## src/rtl/bmon_feat_pkg.sv

```systemverilog
package bmon_feat_pkg;
   localparam int unsigned PIO_BIT = 0;
   localparam int unsigned PS_BIT  = 1;
   localparam int unsigned ACT_BIT = 2;
   localparam int unsigned USED_BITS = 3;

   function automatic int unsigned idle_limit(input int unsigned hz, input int unsigned ms);
      return (hz * ms) / 1000;
   endfunction
endpackage

```

## src/rtl/bmon_sync.sv

```systemverilog
module bmon_sync #(
   parameter int unsigned STAGES  = 2,
   parameter logic        RST_VAL = 1'b1
) (
   input  logic clk,
   input  logic rst_n,
   input  logic d,
   output logic q
);
   if (STAGES < 2) begin : g_bad_stages
      $error("bmon_sync: STAGES must be at least 2");
   end

   logic [STAGES-1:0] chain;

   always_ff @(posedge clk or negedge rst_n) begin
      if (!rst_n) chain <= {STAGES{RST_VAL}};
      else        chain <= {chain[STAGES-2:0], d};
   end

   assign q = chain[STAGES-1];
endmodule

```

## src/rtl/bmon_idle_timer.sv

```systemverilog
module bmon_idle_timer #(
   parameter int unsigned LIMIT = 65536
) (
   input  logic clk,
   input  logic rst_n,
   input  logic line_in,
   output logic expired
);
   localparam int unsigned CW = $clog2(LIMIT + 1);

   if (LIMIT < 2) begin : g_bad_limit
      $error("bmon_idle_timer: LIMIT must be at least 2");
   end

   logic [CW-1:0] cnt;

   always_ff @(posedge clk or negedge rst_n) begin
      if (!rst_n)                    cnt <= '0;
      else if (line_in)              cnt <= '0;
      else if (cnt != CW'(LIMIT))    cnt <= cnt + 1'b1;
   end

   assign expired = (cnt == CW'(LIMIT));
endmodule

```

## src/rtl/bmon_feat_core.sv

```systemverilog
module bmon_feat_core (
   input  logic clk,
   input  logic rst_n,
   input  logic we,
   input  logic wd_pio,
   input  logic wd_ps,
   input  logic pio_lvl,
   input  logic ps_low,
   input  logic tmo,
   input  logic sleep_req,
   output logic drive_en,
   output logic rd_pio,
   output logic rd_ps,
   output logic active
);
   logic pio_ctl;
   logic ps_keep;
   logic override;

   assign override = !active || tmo;

   always_ff @(posedge clk or negedge rst_n) begin
      if (!rst_n) begin
         pio_ctl <= 1'b1;
         ps_keep <= 1'b1;
         active  <= 1'b1;
      end else begin
         if (override)  pio_ctl <= 1'b1;
         else if (we)   pio_ctl <= wd_pio;

         if (ps_low)            ps_keep <= 1'b0;
         else if (we && wd_ps)  ps_keep <= 1'b1;

         if (!active && ps_low) active <= 1'b1;
         else if (sleep_req)    active <= 1'b0;
      end
   end

   assign drive_en = !pio_ctl && !override;
   assign rd_pio   = override ? 1'b1 : pio_lvl;
   assign rd_ps    = ps_keep;
endmodule

```

## src/rtl/bmon_feat_reg.sv

```systemverilog
module bmon_feat_reg #(
   parameter int unsigned REG_W       = 8,
   parameter int unsigned CLK_HZ      = 32768,
   parameter int unsigned TIMEOUT_MS  = 2000,
   parameter int unsigned SYNC_STAGES = 2
) (
   input  logic             clk,
   input  logic             rst_n,
   input  logic             reg_we,
   input  logic [REG_W-1:0] reg_wdata,
   output logic [REG_W-1:0] reg_rdata,
   input  logic             pio_pin_in,
   input  logic             ps_pin_in,
   input  logic             bus_dq_in,
   input  logic             sleep_req,
   output logic             pio_drive_en,
   output logic             dfet_on
);
   import bmon_feat_pkg::*;

   localparam int unsigned IDLE_LIMIT = idle_limit(CLK_HZ, TIMEOUT_MS);

   if (REG_W < USED_BITS) begin : g_bad_width
      $error("bmon_feat_reg: REG_W too small for the register fields");
   end

   logic pio_lvl;
   logic ps_lvl;
   logic ps_low;
   logic tmo_hit;
   logic rd_pio;
   logic rd_ps;
   logic act;
   logic unused_wbits;

   assign unused_wbits = ^reg_wdata;

   bmon_sync #(.STAGES(SYNC_STAGES), .RST_VAL(1'b1)) u_pio_sync (
      .clk(clk), .rst_n(rst_n), .d(pio_pin_in), .q(pio_lvl));

   bmon_sync #(.STAGES(SYNC_STAGES), .RST_VAL(1'b1)) u_ps_sync (
      .clk(clk), .rst_n(rst_n), .d(ps_pin_in), .q(ps_lvl));

   assign ps_low = !ps_lvl;

   bmon_idle_timer #(.LIMIT(IDLE_LIMIT)) u_idle (
      .clk(clk), .rst_n(rst_n), .line_in(bus_dq_in), .expired(tmo_hit));

   bmon_feat_core u_core (
      .clk      (clk),
      .rst_n    (rst_n),
      .we       (reg_we),
      .wd_pio   (reg_wdata[PIO_BIT]),
      .wd_ps    (reg_wdata[PS_BIT]),
      .pio_lvl  (pio_lvl),
      .ps_low   (ps_low),
      .tmo      (tmo_hit),
      .sleep_req(sleep_req),
      .drive_en (pio_drive_en),
      .rd_pio   (rd_pio),
      .rd_ps    (rd_ps),
      .active   (act)
   );

   always_comb begin
      reg_rdata          = '0;
      reg_rdata[PIO_BIT] = rd_pio;
      reg_rdata[PS_BIT]  = rd_ps;
      reg_rdata[ACT_BIT] = act;
   end

   assign dfet_on = act;
endmodule

```

## config.mk

```make
export PLATFORM = sky130hd
export DESIGN_NAME = bmon_feat_reg
export DESIGN_NICKNAME = d
export VERILOG_FILES = /design/src/rtl/bmon_feat_pkg.sv /design/src/rtl/bmon_sync.sv /design/src/rtl/bmon_idle_timer.sv /design/src/rtl/bmon_feat_core.sv /design/src/rtl/bmon_feat_reg.sv
export SDC_FILE = /design/constraint.sdc
export NUM_CORES = 1
export LEC_CHECK = 0
export ABC_AREA = 1
export BUFFER_PORTS_ARGS = -buffer_cell sky130_fd_sc_hd__buf_2
export CAP_MARGIN = 15
export CORE_UTILIZATION = 35
export CTS_BUF_LIST = sky130_fd_sc_hd__clkbuf_8
export CTS_CLUSTER_DIAMETER = 40
export DETAILED_ROUTE_END_ITERATION = 7
export PLACE_DENSITY = 0.59
export SYNTH_ARGS = -nofsm -noshare
export SYNTH_HDL_FRONTEND = slang
export SYNTH_HIERARCHICAL = 1
export SYNTH_SLANG_ARGS = --single-unit
```

## constraint.sdc

```tcl
create_clock -name clk -period 1.7 [get_ports clk]
set_clock_uncertainty 0.05 [all_clocks]
set_input_delay 0 -clock clk [delete_from_list [all_inputs] [get_ports clk]]
set_output_delay 0 -clock clk [all_outputs]
set_load 0.1 [all_outputs]
```

==> results of run 1 <==
==> power by group through the flow <==
stage | Combinational, µW | Clock (µW) | Sequential, µW
floorplan | 196 | 0 | 652
global placement | 260 | 0 | 626
detailed placement | 262 | 0 | 627
CTS | 306 | 521 | 614
global route | 330 | 555 | 616
finish | 309 | 508 | 614
==> worst paths after layout <==
kind / slack, ns / startpoint / end / depth (start not counted)
setup / recovery: 0.008 / u_idle/cnt[1] / reg_rdata[0] / 9
max in group asynchronous: 1.02 / rst_n / u_idle/cnt[15] / 2
setup reg to reg: 0.22 / u_idle/cnt[1] / u_idle/cnt[10] / 9
hold reg to reg: 0.31 / u_ps_sync/chain[0] / u_ps_sync/chain[1] / 0
hold / removal: 0.19 / rst_n / u_idle/cnt[6] / 2
min in group clk: 0.31 / u_ps_sync/chain[0] / u_ps_sync/chain[1] / 0
==> cell usage after synthesis (2+ instances only) <==
cell / instances
sky130_fd_sc_hd__a21oi_1: 5
sky130_fd_sc_hd__buf_4: 8
sky130_fd_sc_hd__dfrtp_1: 17
sky130_fd_sc_hd__dfstp_2: 7
sky130_fd_sc_hd__ha_1: 2
sky130_fd_sc_hd__inv_1: 20
sky130_fd_sc_hd__nand2_1: 39
sky130_fd_sc_hd__nand2_2: 3
sky130_fd_sc_hd__nand3_1: 15
sky130_fd_sc_hd__nand4_1: 3
sky130_fd_sc_hd__nor2_1: 35
sky130_fd_sc_hd__nor2_2: 4
sky130_fd_sc_hd__nor3_1: 3
sky130_fd_sc_hd__nor4_1: 2
sky130_fd_sc_hd__o21ai_0: 5
sky130_fd_sc_hd__o21ai_1: 2
==> cells by family (layout without fill, tap and decap cells) <==
| kind of cell | count (synthesis) | count (layout) | synth area share [%] |
|---|---|---|---|
| adder cells (fa/ha/maj) | 2 | 2 | 1.85 |
| AND/OR/NAND/NOR | 107 | 107 | 34.5 |
| AO/OA/AOI/OAI | 14 | 14 | 5.65 |
| buffers and inverters | 32 | 60 | 11.3 |
| XOR/XNOR | 2 | 2 | 1.30 |
| other | 1 | 5 | 0.278 |
| flip-flops | 24 | 24 | 45.1 |
==> flip-flops by register name, summed over array words and instances, names as in the netlist <==
register / flops
u_pio_sync/chain: 2
u_core/active: 1
u_ps_sync/chain: 2
u_core/rd_ps: 1
u_core/pio_ctl: 1
u_idle/cnt: 17
==> layout make-up <==
| type | instances | area (µm²) | area share, % |
|---|---|---|---|
| Multi-Input combinational cell | 130 | 668 | 37.7 |
| Sequential cell | 24 | 614 | 34.6 |
| Timing Repair Buffer | 33 | 270 | 15.2 |
| Inverter | 23 | 90.1 | 5.08 |
| Tap cell | 48 | 60.1 | 3.39 |
| Clock buffer | 3 | 41.3 | 2.33 |
| Clock inverter | 1 | 30.0 | 1.69 |
==> per-layer routing <==
layer  part of all wire (%)  global-route usage, %  vias to the layer above
met4                   0.65                   5.00                        0
li1                       -                      -                      627
met2                     49                   27.7                       25
met3                    3.6                   1.79                        2
met1                     47                   23.1                      582
met5                      0                      0                        -
==> stage by stage <==
step	utilization [%]	hold slack [ns]
3_3_place_gp	40.9	-0.0360
3_5_place_dp	40.9	-0.0286
6_report	48.1	0.190
2_1_floorplan	-	-0.346
4_1_cts	47.5	0.210
5_1_grt	48.1	0.250
==> what timing repair did <==
item,4_1_cts,5_1_grt
endpoints found under the setup margin,2,3
buffers inserted,4,2
cloned,0,0
hold endpoints to repair,29,0
gates resized for setup,9,3
hold buffers,10,0
pin swaps,5,1
==> flow_metrics.py, run 1 <==
metrics = {
    "run_status": {
        "run_status": "completed",
    },
    "route": {
        "initial_drc_count": 40,
        "num_vias": 1236,
        "finalWirelength_um": 3050,
        "total_drc_errors_in_the_routed_layout": 0,
        "first_pass_iters": 4,
        "ant_nets": 0,
        "drt-wirelength-per-cell_um": 11.7,
        "post_drt_via_cell_ratio": 4.72,
    },
    "clock_network": {
        "worstSkewPairLatency_ns": 0.27,
        "cts_buffers": 3,
        "numClockSinks": 24,
        "tritoncts": "yes",
        "cts.clk_slew.worst_paths_ns": 0.09,
        "root_buffer_master": "sky130_fd_sc_hd__clkbuf_8",
        "ctsLongestPathBuffers": 2,
        "h-tree-depth": 1,
    },
    "power": {
        "power_frac_clock_pct": 35.5,
        "swShare_pct": 30.0,
        "leakage_uw": 0.000803,
        "sequentialPowerShare_pct": 42.9,
        "power.density_cell_area_nw_per_um2": 806,
        "netSwitchingPower_uw": 429,
        "p_comb_share_pct": 21.6,
        "peakVddDrop_v": 0.000248,
        "design_power_total_uw": 1430,
        "p_int_uw": 1000,
    },
    "timing": {
        "hold_violations": 0,
        "finalWorstPathRequiredPeriod_ns": 1.69,
        "timing.slew.headroom_pct": 64.4,
        "total_negative_slack_for_setup_checks_ns": 0,
        "worstMarginPinSlew_ns": 0.534,
        "rsz_0062_raised_after_global_routing": "yes",
        "post_layout_worst_setup_margin_ns": 0.00832,
        "final_max_slew_violation_count": 0,
        "timing.final.setup_violations": 0,
        "layout_worst_path_cycle_share_pct": 99.5,
        "maxClockFrequency_ghz": 0.591,
    },
    "yosys": {
        "synth-seq-cells": 24,
        "post_synth.cell_area_avg_um2": 7.42,
        "syn-cell-area_um2": 1350,
        "ys_async_sr_fraction_pct": 100,
        "synth_top_area_cell": "sky130_fd_sc_hd__dfrtp_1",
        "yosys.area.top_type_share_pct": 31.5,
        "yosys_warnings": 6,
        "synth-seq-area-share_pct": 45.1,
        "ys_top_cells_by_area": "sky130_fd_sc_hd__dfrtp_1 31%, sky130_fd_sc_hd__dfstp_2 14%, sky130_fd_sc_hd__nand2_1 11%",
        "ys_types": 28,
        "synth-edff-count": 0,
        "dominantRegCellSynth": "sky130_fd_sc_hd__dfrtp_1",
        "post_synth_inst_count": 182,
    },
    "floorplanning": {
        "design.die.area_um2": 4110,
        "initial_utilization_pct": 36.6,
        "ioPinCount": 25,
        "die_x_um": 64.1,
        "design.core.area_um2": 3690,
        "std_cell_rows": 22,
        "floorplan.die.height_um": 64.1,
    },
    "job": {
        "cap_violations": 0,
    },
    "placement": {
        "io_buffer_count": 13,
        "finalWeightedCongestion": 0.830,
        "place_hpwl_um": 1980,
        "place_area_um2": 1510,
        "placement.setup.worst_slack_ns": 0.139,
        "dp_cells": 242,
    },
    "hold_path": {
        "hold_path_class": "input port to async pin",
    },
    "global_route": {
        "global_route.overflow_total": 0,
        "vias_in_the_first_global_route": 1185,
        "grt_start_max_net_pins": 25,
        "first_pass_grt_wire_length_um": 5340,
        "grt_usage_pct": 16.8,
        "grt_antenna_before_repair": 0,
    },
    "layout": {
        "layout_common_cells": "38 x sky130_fd_sc_hd__nand2_1, 33 x sky130_fd_sc_hd__nor2_1, 17 x sky130_fd_sc_hd__inv_1",
        "final_net_count": 232,
        "antenna_cells_inserted": 0,
        "nFillCells": 376,
        "layout_area_overhead_pct": 31.3,
        "most_common_library_cell_in_the_layout_ignoring_fill_and_taps": "sky130_fd_sc_hd__nand2_1",
        "final_cells": 262,
        "layout.cell_area.non_filler_um2": 1770,
        "drive_gt1_share_pct": 28.0,
    },
    "worst_setup_path": {
        "crit_slowest_cell": "sky130_fd_sc_hd__dfrtp_1",
        "path_cells": "inv_2 -> ha_4 -> nand3_2 -> nor2_2 -> nand3_2 -> nor2_4 -> nor2_2 -> nand2_2 -> buf_12",
        "critPathCaptureType": "output pin",
        "crit_path_max_fanout": 2,
        "path_buf_inv": 2,
        "worstPathRequired_ns": 1.65,
        "timing.setup.critical_path_class": "flop to output pin",
        "crit_arrival_ns": 1.64,
        "setup.worst_path.start_class": "flop",
        "max_stage_delay_ns": 0.41,
        "critical-path-top-delay-family": "simple AND/OR/NAND/NOR gates",
    },
}
Power figures use the tool's default switching activity.
==> inputs of run 2 (changes only) <==
--- a/config.mk
+++ b/config.mk
@@ -5,14 +5,14 @@
 export SDC_FILE = /design/constraint.sdc
 export NUM_CORES = 1
 export LEC_CHECK = 0
-export ABC_AREA = 1
+export ABC_AREA = 0
 export BUFFER_PORTS_ARGS = -buffer_cell sky130_fd_sc_hd__buf_2
 export CAP_MARGIN = 15
 export CORE_UTILIZATION = 35
 export CTS_BUF_LIST = sky130_fd_sc_hd__clkbuf_8
 export CTS_CLUSTER_DIAMETER = 40
 export DETAILED_ROUTE_END_ITERATION = 7
-export PLACE_DENSITY = 0.59
+export PLACE_DENSITY = 0.6
 export SYNTH_ARGS = -nofsm -noshare
 export SYNTH_HDL_FRONTEND = slang
 export SYNTH_HIERARCHICAL = 1
==> run 2 against run 1 <==
Net effect: the flow now finishes with violations (negative setup slack); final area decreased by 4.4%; cell count decreased by 25%; core utilization increased by 2.3 points; routed wire length decreased by 20%; worst hold slack got worse by 0.10 ns; sequential power increased by 0.8%; maximum frequency decreased by 5.2%; global-route usage decreased by 3.1 points; clock power decreased by 4.5%; clock-buffer cell count unchanged; register-to-register slack got worse by 0.29 ns; critical endpoint unchanged; largest cell class unchanged.
==> flow_metrics.py, run 2 <==
metrics = {
    "yosys": {
        "yosys.area.top_type_share_pct": 34.2,
        "synth-edff-count": 0,
        "dominantRegCellSynth": "sky130_fd_sc_hd__dfrtp_1",
        "syn-cell-area_um2": 1240,
        "synth-seq-area-share_pct": 49.0,
        "ys_top_cells_by_area": "sky130_fd_sc_hd__dfrtp_1 34%, sky130_fd_sc_hd__dfstp_2 15%, sky130_fd_sc_hd__nor2_1 5.1%",
        "ys_async_sr_fraction_pct": 100,
        "synth_top_area_cell": "sky130_fd_sc_hd__dfrtp_1",
        "synth.cells.most_frequent": "17 x sky130_fd_sc_hd__dfrtp_1, 17 x sky130_fd_sc_hd__nor2_1, 9 x sky130_fd_sc_hd__inv_1, 8 x sky130_fd_sc_hd__buf_4",
        "yosys_warnings": 6,
        "post_synth_inst_count": 120,
        "synth-seq-cells": 24,
        "ys_types": 36,
        "post_synth.cell_area_avg_um2": 10.4,
    },
    "layout": {
        "final-seq-area_um2": 619,
        "top_register_by_number_of_flip_flops": "u_idle/cnt",
        "most_common_library_cell_in_the_layout_ignoring_fill_and_taps": "sky130_fd_sc_hd__nor2_1",
        "largest_registers": "u_idle/cnt: 17 flops, u_pio_sync/chain: 2 flops, u_ps_sync/chain: 2 flops",
        "nFillCells": 301,
        "layout_common_cells": "17 x sky130_fd_sc_hd__nor2_1, 12 x sky130_fd_sc_hd__dfrtp_1, 11 x sky130_fd_sc_hd__buf_2",
        "largest_register_ff_count": 17,
        "multi_input_area_um2": 649,
        "final_net_count": 168,
        "antenna_cells_inserted": 0,
        "final_cells": 196,
        "drive_gt1_share_pct": 42.7,
        "layout_area_overhead_pct": 36.6,
    },
    "placement": {
        "finalWeightedCongestion": 0.821,
        "dp_cells": 179,
        "io_buffer_count": 13,
        "place_hpwl_um": 1650,
        "placement.setup.worst_slack_ns": 0.0163,
    },
    "clock_network": {
        "numClockSinks": 24,
        "worstSkewPairLatency_ns": 0.26,
        "cts.clk_slew.worst_paths_ns": 0.08,
        "root_buffer_master": "sky130_fd_sc_hd__clkbuf_8",
        "ctsLongestPathBuffers": 2,
        "cts_buffers": 3,
        "tritoncts": "yes",
        "h-tree-depth": 1,
    },
    "power": {
        "design_power_total_uw": 1410,
        "power.density_cell_area_nw_per_um2": 828,
        "netSwitchingPower_uw": 397,
        "sequentialPowerShare_pct": 44.0,
        "swShare_pct": 28.2,
        "p_int_uw": 1010,
        "peakVddDrop_v": 0.000561,
        "p_comb_share_pct": 21.5,
        "power_frac_clock_pct": 34.5,
        "leakage_uw": 0.000754,
    },
    "route": {
        "num_vias": 938,
        "post_drt_via_cell_ratio": 4.79,
        "total_drc_errors_in_the_routed_layout": 0,
        "drt-wirelength-per-cell_um": 12.4,
        "finalWirelength_um": 2440,
        "initial_drc_count": 38,
        "ant_nets": 0,
        "first_pass_iters": 4,
    },
    "floorplanning": {
        "die_x_um": 61.6,
        "design.die.area_um2": 3790,
        "ioPinCount": 25,
        "design.core.area_um2": 3360,
        "floorplan.die.height_um": 61.6,
        "std_cell_rows": 21,
        "initial_utilization_pct": 36.9,
    },
    "timing": {
        "maxClockFrequency_ghz": 0.561,
        "rsz_0062_raised_after_global_routing": "yes",
        "post_layout_worst_setup_margin_ns": -0.0840,
        "hold_violations": 0,
        "hold_slack_ns": 0.0854,
        "final_max_slew_violation_count": 0,
        "finalWorstPathRequiredPeriod_ns": 1.78,
        "timing.final.setup_violations": 4,
        "timing.slew.headroom_pct": 65.2,
        "layout_worst_path_cycle_share_pct": 105,
        "worstMarginPinSlew_ns": 0.523,
    },
    "worst_setup_path": {
        "critPathCaptureType": "output pin",
        "worstPathRequired_ns": 1.65,
        "setup.worst_path.start_class": "flop",
        "crit_path_max_fanout": 2,
        "timing.setup.critical_path_class": "flop to output pin",
        "crit_arrival_ns": 1.73,
    },
    "run_status": {
        "failing_checks": "negative setup slack",
        "run_status": "finished, violations left",
    },
    "hold_path": {
        "hold_path_class": "input port to flop",
    },
    "global_route": {
        "vias_in_the_first_global_route": 887,
        "grt_antenna_before_repair": 0,
        "global_route.overflow_total": 0,
        "first_pass_grt_wire_length_um": 3840,
        "grt_start_max_net_pins": 25,
        "grt_usage_pct": 13.7,
    },
    "job": {
        "cap_violations": 0,
    },
}
[run 2: changes by cell type in the layout (fill, tap and decap cells not counted), sizes merged, moves of 3 or more]
cell and change:
nand2 -40, nor2 -23, inv -12, nand3 -8, o21ai -7, xnor2 +6, o31ai +3, or4 +3
xor2 +3
[run 2: final timing paths]
check,slack (ns),start,endpoint,cells after the start
max,-0.08,u_idle/cnt[0],reg_rdata[0],7
min,0.09,bus_dq_in,u_idle/cnt[10],2
max reg2reg,-0.07,u_idle/cnt[1],u_idle/cnt[16],8
min reg2reg,0.31,u_ps_sync/chain[0],u_ps_sync/chain[1],0
max in group asynchronous,1.03,rst_n,u_idle/cnt[8],2
min in group asynchronous,0.19,rst_n,u_idle/cnt[16],2
[run 2: what timing repair did]
action	in CTS	in global routing
endpoints found under the hold margin	22	0
pin swaps	2	3
gates resized for setup	10	13
setup buffers	3	3
hold buffers	8	0
setup endpoints to repair	3	9
[run 2: layout make-up]
class                   count  area share, %
flip-flops and latches     24           36.5
multi-input cells          81           38.3
inverters                   9           1.99
clock buffers               3           2.43
well taps                  46           3.39
clock inverters             1           1.77
repair buffers             32           15.6
[run 2: kinds of logic (layout without fill, tap and decap cells)]
group           Yosys count  count (layout)  share of synthesized area [%]
flops                    24              24                           49.0
fa+ha+maj                 2               2                           2.01
mux                       3               3                           2.52
compound gates           11              11                           5.64
simple gates             49              49                           24.6
xor+xnor                 11              11                           7.75
buf+inv                  19              45                           8.16
other cells               1               5                          0.302
[run 2: layer usage]
layer / GRT usage, % / vias to the layer above / wire length (µm)
li1: - / 456 / -
met2: 22.9 / 17 / 1260
met3: 1.89 / 4 / 48
met4: 3.81 / 0 / 22
met1: 18.5 / 461 / 1110
met5: 0 / - / 0
[run 2: per-stage QoR]
stage / instance area (µm²) / utilization (%) / setup TNS, ns
floorplan: 1280 / - / -0.166
global placement: 1420 / 42.1 / 0
detailed placement: 1420 / 42.1 / 0
CTS: 1630 / 48.4 / -0.128
global route: 1700 / 50.4 / -0.644
finish: 1700 / 50.4 / -0.276
[run 2: power groups by stage]
stage	registers [µW]	clock network [µW]	logic [µW]
after floorplan	656	0	187
after global placement	631	0	252
after detailed placement	632	0	254
after CTS	618	497	289
after global routing	622	512	321
final	619	485	302
[run 2: worst max-delay path: stages, from the launching register on]
cell and delay [ns]:
sky130_fd_sc_hd__dfrtp_2 0.39, sky130_fd_sc_hd__inv_2 0.05, sky130_fd_sc_hd__ha_4 0.15, sky130_fd_sc_hd__nor4b_4 0.12
sky130_fd_sc_hd__nand4_1 0.16, sky130_fd_sc_hd__inv_2 0.05, sky130_fd_sc_hd__or3b_4 0.38, sky130_fd_sc_hd__buf_12 0.17
==> inputs of run 3 (changes only) <==
--- a/config.mk
+++ b/config.mk
@@ -12,7 +12,9 @@
 export CTS_BUF_LIST = sky130_fd_sc_hd__clkbuf_8
 export CTS_CLUSTER_DIAMETER = 40
 export DETAILED_ROUTE_END_ITERATION = 7
+export HOLD_SLACK_MARGIN = 0.1
 export PLACE_DENSITY = 0.6
+export SETUP_SLACK_MARGIN = 0.05
 export SYNTH_ARGS = -nofsm -noshare
 export SYNTH_HDL_FRONTEND = slang
 export SYNTH_HIERARCHICAL = 1
==> constraint.sdc (replaced) <==
create_clock -name clk -period 2.2 [get_ports clk]
set_clock_uncertainty 0.05 [all_clocks]
set_input_delay 0 -clock clk [delete_from_list [all_inputs] [get_ports clk]]
set_output_delay 0 -clock clk [all_outputs]
set_load 0.1 [all_outputs]
==> run 3 against run 2 <==
Net effect: the flow now finishes without violations; via count down 7.9%; sequential power shrank 23%; total power down 25%; non-clock buffer count shrank 9; worst hold slack gained 0.11 ns; die area unchanged; flip-flop and latch count unchanged; cell count shrank 4.6%; register-to-register slack better by 0.51 ns; worst setup slack better by 0.24 ns; clock power shrank 22%; routed wire length down 9.9%; critical endpoint unchanged.
==> flow_metrics.py, run 3 (synthesis results as in run 2) <==
metrics = {
    "placement": {
        "place_area_um2": 1330,
        "io_buffer_count": 13,
        "place_hpwl_um": 1500,
        "finalWeightedCongestion": 0.806,
    },
    "global_route": {
        "first_pass_grt_wire_length_um": 3850,
        "grt_antenna_before_repair": 0,
        "grt_start_max_net_pins": 25,
        "vias_in_the_first_global_route": 861,
        "global_route.overflow_total": 0,
        "grt_usage_pct": 13.8,
    },
    "layout": {
        "nFillCells": 335,
        "layout_area_overhead_pct": 21.8,
        "largest_registers": "u_idle/cnt: 17 flops, u_pio_sync/chain: 2 flops, u_ps_sync/chain: 2 flops",
        "layout.cell_area.non_filler_um2": 1510,
        "largest_register_ff_count": 17,
        "final-seq-area_um2": 611,
        "layout_common_cells": "17 x sky130_fd_sc_hd__nor2_1, 16 x sky130_fd_sc_hd__dfrtp_1, 11 x sky130_fd_sc_hd__buf_2",
        "multi_input_area_um2": 559,
        "utilization_pct": 45.0,
        "final_net_count": 159,
        "drive_gt1_share_pct": 26.2,
        "top_register_by_number_of_flip_flops": "u_idle/cnt",
        "antenna_cells_inserted": 0,
        "most_common_library_cell_in_the_layout_ignoring_fill_and_taps": "sky130_fd_sc_hd__nor2_1",
    },
    "timing": {
        "worstMarginPinSlew_ns": 0.535,
        "maxClockFrequency_ghz": 0.490,
        "final_max_slew_violation_count": 0,
        "timing.slew.headroom_pct": 64.3,
        "rsz_0062_raised_after_global_routing": "no",
        "layout_worst_path_cycle_share_pct": 92.7,
        "total_negative_slack_for_setup_checks_ns": 0,
        "hold_violations": 0,
        "finalWorstPathRequiredPeriod_ns": 2.04,
        "timing.final.setup_violations": 0,
    },
    "floorplanning": {
        "ioPinCount": 25,
        "floorplan.die.height_um": 61.6,
        "die_x_um": 61.6,
        "initial_utilization_pct": 36.9,
        "design.core.area_um2": 3360,
        "std_cell_rows": 21,
        "design.die.area_um2": 3790,
    },
    "clock_network": {
        "numClockSinks": 24,
        "tritoncts": "yes",
        "ctsLongestPathBuffers": 2,
        "cts_buffers": 3,
        "worstSkewPairLatency_ns": 0.26,
        "root_buffer_master": "sky130_fd_sc_hd__clkbuf_8",
        "h-tree-depth": 1,
        "cts.clk_slew.worst_paths_ns": 0.08,
    },
    "power": {
        "leakage_uw": 0.000665,
        "peakVddDrop_v": 0.000411,
        "design_power_total_uw": 1060,
        "power.density_cell_area_nw_per_um2": 698,
    },
    "worst_setup_path": {
        "crit_arrival_ns": 1.99,
        "worstPathRequired_ns": 2.15,
        "crit_slowest_cell": "sky130_fd_sc_hd__dfrtp_1",
        "path_cells": "inv_1 -> ha_1 -> nor4b_2 -> nand4_1 -> inv_2 -> or3b_1 -> buf_12",
        "timing.setup.critical_path_class": "flop to output pin",
        "crit_path_max_fanout": 6,
        "setup.worst_path.start_class": "flop",
        "path_buf_inv": 3,
        "critPathCaptureType": "output pin",
        "critical-path-top-delay-family": "simple AND/OR/NAND/NOR gates",
        "max_stage_delay_ns": 0.44,
    },
    "route": {
        "drt-wirelength-per-cell_um": 11.8,
        "finalWirelength_um": 2200,
        "ant_nets": 0,
        "first_pass_iters": 4,
        "initial_drc_count": 5,
        "post_drt_via_cell_ratio": 4.62,
        "num_vias": 864,
        "total_drc_errors_in_the_routed_layout": 0,
    },
    "job": {
        "cap_violations": 0,
    },
    "hold_path": {
        "hold_path_class": "input port to async pin",
    },
    "run_status": {
        "run_status": "completed",
    },
}
==> run 3: changes by cell type in the layout (fill, tap and decap cells not counted), sizes merged <==
cell,delta
buf,-10
dlygate4sd3,+1
==> run 3: area by class of cell <==
class,count,share of cell area (%)
repair buffers,23,11.9
well taps,46,3.80
inverters,9,2.23
multi-input cells,81,37.0
clock inverters,1,1.99
clock buffers,3,2.73
flip-flops and latches,24,40.4
==> run 3: through the flow <==
step                setup WS [ns]  cells  hold slack [ns]
floorplan                   0.250    124           -0.346
global placement            0.258    173          -0.0481
detailed placement          0.264    173          -0.0365
CTS                       0.00960    186            0.205
global route               0.0695    187            0.246
finish                      0.161    187            0.198
==> run 3: what timing repair did <==
action	in CTS	in global routing
cloned	0	0
buffers inserted	0	1
hold buffers	9	0
pin swaps	1	0
gates resized for setup	2	2
setup endpoints to repair	2	2
hold endpoints to repair	43	0
==> run 3: worst paths after layout <==
check                                   startpoint                  to  slack, ns  depth (start not counted)
worst max-delay path                 u_idle/cnt[1]        reg_rdata[0]       0.16                          7
worst min-delay path                         rst_n      u_idle/cnt[14]       0.20                          2
worst max register to register       u_idle/cnt[0]       u_idle/cnt[0]       0.44                          7
worst min register to register  u_ps_sync/chain[0]  u_ps_sync/chain[1]       0.31                          0
max in group asynchronous                    rst_n       u_idle/cnt[0]       1.52                          2
min in group clk                u_ps_sync/chain[0]  u_ps_sync/chain[1]       0.31                          0
==> run 3: power breakdown <==
group	leakage, µW	switching, µW	total (µW)	internal [µW]
clock	0.0000357	134	377	243
combinational	0.000322	150	201	50.6
sequential	0.000307	16.0	479	463
total	0.000665	300	1060	756
==> run 3: routing by layer <==
layer  routed length [µm]  track usage (%)  vias to the layer above
met5                    0                0                        -
met4                   15             5.71                        0
met3                   35             2.52                        2
met2                 1120             22.7                        7
met1                 1030             17.9                      419
li1                     -                -                      436
